### src/rtl/sburst_sram_ctrl.sv
module sburst_sram_ctrl #(
  parameter int AW          = 6,
  parameter int LANES       = 4,
  parameter int LANE_W      = 9,
  parameter int SLEEP_EDGES = 4
) (
  input  logic                    clk,
  input  logic                    rst_n,
  input  logic                    en_a_n,
  input  logic                    en_b,
  input  logic                    en_c_n,
  input  logic                    pstb_n,
  input  logic                    cstb_n,
  input  logic                    adv_n,
  input  logic                    gw_n,
  input  logic                    bwe_n,
  input  logic [LANES-1:0]        bw_n,
  input  logic                    oe_n,
  input  logic                    doze,
  input  logic                    burst_ilv,
  input  logic [AW-1:0]           addr,
  input  logic [LANES*LANE_W-1:0] wdata,
  output logic [LANES*LANE_W-1:0] rdata,
  output logic                    rvalid
);

  localparam int DW    = LANES * LANE_W;
  localparam int DEPTH = 1 << AW;
  localparam int SCW   = $clog2(SLEEP_EDGES + 1);

  typedef enum logic [2:0] {CY_NONE, CY_DESEL, CY_BEGIN, CY_CONT, CY_SUSP} cyc_t;
  typedef enum logic [1:0] {PS_AWAKE, PS_ENTER, PS_ASLEEP, PS_LEAVE} pwr_t;

  logic [DW-1:0]   mem [DEPTH];
  logic [AW-3:0]   hi_q;
  logic [1:0]      base_q, cnt_q;
  logic            act_q, rd_q;
  pwr_t            pst;
  logic [SCW-1:0]  scnt;
  cyc_t            cyc;
  logic [AW-1:0]   cur_addr, tgt_addr;

  function automatic logic [1:0] seq(input logic [1:0] b, input logic [1:0] n, input logic ilv);
    return ilv ? (b ^ n) : (b + n);
  endfunction

  wire chip_sel = !en_a_n && en_b && !en_c_n;
  wire cpu_go   = !en_a_n && !pstb_n;
  wire any_ld   = cpu_go || !cstb_n;
  wire [LANES-1:0] lane_hit = !gw_n ? {LANES{1'b1}} : (!bwe_n ? ~bw_n : {LANES{1'b0}});
  wire wr_req   = |lane_hit;
  wire awake    = (pst == PS_AWAKE);
  wire take     = awake && !doze;

  always_comb begin
    cyc = CY_NONE;
    if (take) begin
      if (any_ld)     cyc = chip_sel ? CY_BEGIN : CY_DESEL;
      else if (act_q) cyc = adv_n ? CY_SUSP : CY_CONT;
    end
  end

  wire is_wr = (cyc == CY_BEGIN) ? (!cpu_go && wr_req)
             : ((cyc == CY_CONT || cyc == CY_SUSP) && wr_req);

  assign cur_addr = {hi_q, seq(base_q, cnt_q, burst_ilv)};

  always_comb begin
    case (cyc)
      CY_BEGIN: tgt_addr = addr;
      CY_CONT:  tgt_addr = {hi_q, seq(base_q, cnt_q + 2'd1, burst_ilv)};
      default:  tgt_addr = cur_addr;
    endcase
  end

  always_ff @(posedge clk) begin
    if (is_wr) begin
      for (int k = 0; k < LANES; k++)
        if (lane_hit[k]) mem[tgt_addr][k*LANE_W +: LANE_W] <= wdata[k*LANE_W +: LANE_W];
    end
  end

  always_ff @(posedge clk or negedge rst_n) begin
    if (!rst_n) begin
      hi_q   <= '0;
      base_q <= '0;
      cnt_q  <= '0;
      act_q  <= 1'b0;
      rd_q   <= 1'b0;
    end else begin
      if (awake && doze) begin
        act_q <= 1'b0;
        rd_q  <= 1'b0;
      end
      case (cyc)
        CY_DESEL: begin
          act_q <= 1'b0;
          rd_q  <= 1'b0;
        end
        CY_BEGIN: begin
          act_q  <= 1'b1;
          rd_q   <= !is_wr;
          hi_q   <= addr[AW-1:2];
          base_q <= addr[1:0];
          cnt_q  <= 2'd0;
        end
        CY_CONT: begin
          rd_q  <= !is_wr;
          cnt_q <= cnt_q + 2'd1;
        end
        CY_SUSP: if (is_wr) rd_q <= 1'b0;
        default: ;
      endcase
    end
  end

  always_ff @(posedge clk or negedge rst_n) begin
    if (!rst_n) begin
      pst  <= PS_AWAKE;
      scnt <= '0;
    end else begin
      case (pst)
        PS_AWAKE: if (doze) begin
          pst  <= PS_ENTER;
          scnt <= SCW'(1);
        end
        PS_ENTER: if (scnt == SCW'(SLEEP_EDGES - 1)) pst <= PS_ASLEEP;
                  else scnt <= scnt + SCW'(1);
        PS_ASLEEP: if (!doze) begin
          pst  <= PS_LEAVE;
          scnt <= SCW'(1);
        end
        PS_LEAVE: if (scnt == SCW'(SLEEP_EDGES - 1)) pst <= PS_AWAKE;
                  else scnt <= scnt + SCW'(1);
        default: pst <= PS_AWAKE;
      endcase
    end
  end

  assign rvalid = awake && act_q && rd_q && !oe_n;
  assign rdata  = rvalid ? mem[cur_addr] : '0;

  p_desel_r1: assert property (@(posedge clk) disable iff (!rst_n)
    (cyc == CY_DESEL) |=> !rvalid);
  p_begin_addr_r3: assert property (@(posedge clk) disable iff (!rst_n)
    (cyc == CY_BEGIN) |=> (cur_addr == $past(addr)));
  p_cpu_read_r2: assert property (@(posedge clk) disable iff (!rst_n)
    (cyc == CY_BEGIN && cpu_go && !oe_n) ##1 !oe_n |-> rvalid);
  p_susp_hold_r5: assert property (@(posedge clk) disable iff (!rst_n)
    (cyc == CY_SUSP) |=> $stable(cur_addr));
  p_cont_upper_r6: assert property (@(posedge clk) disable iff (!rst_n)
    (cyc == CY_CONT) |=> (cur_addr[AW-1:2] == $past(cur_addr[AW-1:2])));
  p_write_quiet_r8: assert property (@(posedge clk) disable iff (!rst_n)
    is_wr |=> !rvalid);
  p_sleep_quiet_r9: assert property (@(posedge clk) disable iff (!rst_n)
    (awake && doze) |=> !rvalid);

endmodule

### config.mk
export PLATFORM = sky130hd
export DESIGN_NAME = sburst_sram_ctrl
export DESIGN_NICKNAME = d
export VERILOG_FILES = /design/src/rtl/sburst_sram_ctrl.sv
export SDC_FILE = /design/constraint.sdc
export NUM_CORES = 2
export LEC_CHECK = 0
export BUFFER_PORTS_ARGS = -buffer_cell sky130_fd_sc_hd__buf_2
export CAP_MARGIN = 0
export CORE_MARGIN = 10
export CORE_UTILIZATION = 42
export CTS_BUF_LIST = sky130_fd_sc_hd__clkbuf_8 sky130_fd_sc_hd__clkbuf_16
export DETAILED_ROUTE_END_ITERATION = 10
export PLACE_DENSITY_LB_ADDON = 0.25
export REMOVE_ABC_BUFFERS = 1
export SLEW_MARGIN = 20
export SYNTH_ARGS = -nofsm -noshare
export SYNTH_HDL_FRONTEND = slang
export SYNTH_SLANG_ARGS = --single-unit
### constraint.sdc
create_clock -name clk -period 3.6 [get_ports clk]
set_input_delay 0.36 -clock clk [delete_from_list [all_inputs] [get_ports clk]]
set_output_delay 0.36 -clock clk [all_outputs]
set_load 0.02 [all_outputs]
==> impl_metrics.json <==
{
  "outcome": "finished with violations",
  "violations": "negative setup slack",
  "max_clock_freq_mhz": 235.1,
  "setup_viol": 36,
  "netlist_instances": 6216,
  "drt_iter0_drc": 8147,
  "yosysSeqAreaShare_pct": 71.58,
  "cp-start-kind": "flip-flop",
  "endpoint_kind": "primary output",
  "slowest_stage": "dfrtp_1",
  "min_period_over_period_pct": 118.1,
  "clock-sinks": 2319,
  "fin_crit_ns": 4.253,
  "ios": 96,
  "std_cell_rows": 176,
  "rr_startpoint": "cnt_q[1]",
  "nets": 6844,
  "vias": 61529,
  "hold_class": "input port to flip-flop",
  "ant_nets": 0,
  "crit_type": "flip-flop to primary output",
  "cp_cell_sequence": "buf_4 -> inv_1 -> ha_4 -> buf_12 -> buf_16 -> buf_4 -> mux2i_1 -> a21oi_1 -> o21ai_0 -> nand4_1 -> a31o_4 -> buf_6",
  "syn_area_sq_um": 97180,
  "fin_util_pct": 50.26,
  "htreeDepth": 4,
  "relSlewSlack_pct": 25.41,
  "synth_seq_cells": 2319,
  "critPathLaunch": "cnt_q[0]",
  "via_per_inst": 6.149,
  "critical_path.max_stage_delay_ns": 0.39,
  "grt_overflow": 0,
  "worst_pin_slew_ns": 1.119,
  "yosys_most_used_dff": "edfxtp_1",
  "crit_top_cell": "buf_4",
  "p_leak_uw": 0.03752,
  "syn_area_per_cell_sq_um": 15.63,
  "die_y_microns": 501.0,
  "synth_top_cell_area_share_pct": 71.20,
  "pre_cts_slack_ns": -0.4894,
  "cts_inserted_buffers": 225,
  "die_x_microns": 501.0,
  "dieArea_sq_um": 251000,
  "area_growth_pct": 19.02,
  "cts_tree": "built",
  "synth_area_leaders": "edfxtp_1 71%, mux4_2 8.3%, nand2_1 2.7%, nor3_1 1.7%, clkbuf_1 1.5%",
  "drt-total-wl_microns": 294500,
  "drive_gt1_share_pct": 25.89,
  "fin_ws_ns": -0.6529,
  "wire_per_inst_microns": 29.43,
  "synth_cell_type_count": 59,
  "postSynth.asyncResetShare_pct": 0.6468,
  "fp.coreArea_sq_um": 230100,
  "cap_violations": 0,
  "fillers": 18769,
  "gp_congestion": 0.8335,
  "peakVddDrop_v": 0.0007942,
  "clockBufferDepth": 3,
  "clk_latency_ns": 0.87,
  "antenna_found_initial": 19,
  "path_clk_slew_ns": 0.06,
  "slew_viol_final": 0,
  "grt_start_max_net_pins": 123,
  "cp_max_fo": 19,
  "power_density_nw_per_um2": 822.3,
  "finalHoldViolCount": 0,
  "root_buffer": "clkbuf_16",
  "worstPathRequired_ns": 3.24,
  "drc_errors": 0,
  "yosysWarningCount": 0,
  "grt_pass1_vias": 59632,
  "initial_core_util_pct": 42.23,
  "hpwlAfterDp_microns": 180000,
  "firstDrtPassIters": 6,
  "hold_start": "wdata[19]",
  "grt_pass1_wl_microns": 422400,
  "portBuffers": 95,
  "clock-skew-final_ns": 0.02675,
  "post-synth-top-area-cell": "edfxtp_1",
  "cp.arrival_ns": 3.89,
  "synth-edff-count": 2304,
  "grt_usage_pct": 22.66,
  "rsz0062_at_grt": "yes"
}
logic make-up (layout without fill, tap and decap cells):
kind of cell,Yosys count,count (layout),synth area share [%]
xor gates and xnor gates,5,5,0.09785
buffers and inverters,513,1264,2.133
DFF,2319,2319,71.58
AOI/OAI and AO/OA,968,968,6.793
and+or+nand+nor,1816,1818,8.466
muxes,586,586,10.81
other,0,11,0
adders and majority gates,9,9,0.1159
registers in the layout (all words and copies together) (netlist names):
| register | cells |
|---|---|
| pst | 2 |
| rd_q | 1 |
| base_q | 2 |
| mem | 2304 |
| cnt_q | 2 |
| act_q | 1 |
| scnt | 3 |
| hi_q | 4 |
through the flow:
stage	TNS, ns	total power [uW]	hold slack, ns	instance area (sq um)	std cells
floorplan	-	43120	0.06441	95160	5718
global placement	-182.17	66180	0.2933	105500	9473
detailed placement	-213.08	66640	0.3031	105500	9473
CTS	-21.72	93540	0.006755	114700	9961
global route	-22.75	98590	0.04004	115700	10002
finish	-18.87	95110	0.04130	115700	10006
area by class of cell:
type	instances	area, sq um	area share, %
flip-flops and latches	2319	69570	60.15
multi-input cells	3386	26690	23.08
repair buffers	829	8377	7.242
clock buffers	230	5756	4.976
well taps	3026	3786	3.273
clock inverters	190	1396	1.207
inverters	15	56.30	0.04868
diodes	11	27.53	0.02380
metal layers:
layer	up-vias	global-route usage [%]	wire, microns
met3	566	4.207	26720
met4	2	7.680	10790
met2	3136	36.14	138900
met5	-	0	13
met1	31788	31.40	118100
li1	26037	-	-
layout by cell type, fill, tap and decap left out, types with 87 or more instances in the layout:
master	netlist	final
a311oi_1	108	108
mux4_2	360	360
nor2_1	367	346
o31ai_1	113	111
nor3_1	325	325
o21ai_0	189	162
mux2_2	110	105
mux2i_1	116	116
nand2_1	711	709
a31oi_1	152	152
edfxtp_1	2304	2304
buf_4	15	571
clkbuf_16	0	241
nor4_1	108	87
power by group:
part | internal, uW | leakage (uW) | switching [uW] | total [uW]
Clock | 13000 | 0.00370 | 10100 | 23100
Combinational | 17700 | 0.0129 | 24400 | 42100
Sequential | 29800 | 0.0209 | 165 | 29900
what timing repair did:
item                       CTS  global route
gates cloned                21            11
resized for setup          210           104
buffers inserted            39            27
pin swaps                   47            34
hold buffers                 8             0
setup endpoints to repair   36           251
hold endpoints to repair    35             0
worst paths after layout:
check / depth (start not counted) / to / slack (ns)
setup / recovery: 12 / rdata[16] / -0.65
hold / removal: 1 / mem[63][19] / 0.04
setup reg to reg: 12 / mem[21][1] / 0.10
hold reg to reg: 2 / scnt[2] / 0.49
max in group asynchronous: 2 / cnt_q[1] / 3.18
min in group asynchronous: 2 / pst[1] / 0.10
worst max-delay path, delay by kind of cell (launching register included):
family	cells	cell delay (ns)
buffers and inverters	6	1.02
AO/OA/AOI/OAI	3	0.70
multiplexers	1	0.21
adder cells (fa/ha/maj)	1	0.31
flip-flops	1	0.39
AND/OR/NAND/NOR	1	0.37
Yosys cell counts (86+ instances only):
master / count
a311oi_1: 108
clkbuf_1: 398
mux2_2: 110
o21ai_0: 189
a21oi_1: 86
nor4_1: 108
edfxtp_1: 2304
nor2_1: 367
mux4_2: 360
mux2i_1: 116
a31oi_1: 152
o31ai_1: 113
nor3_1: 325
nand2_1: 711
Note: power is estimated with default switching activity, not from simulation.
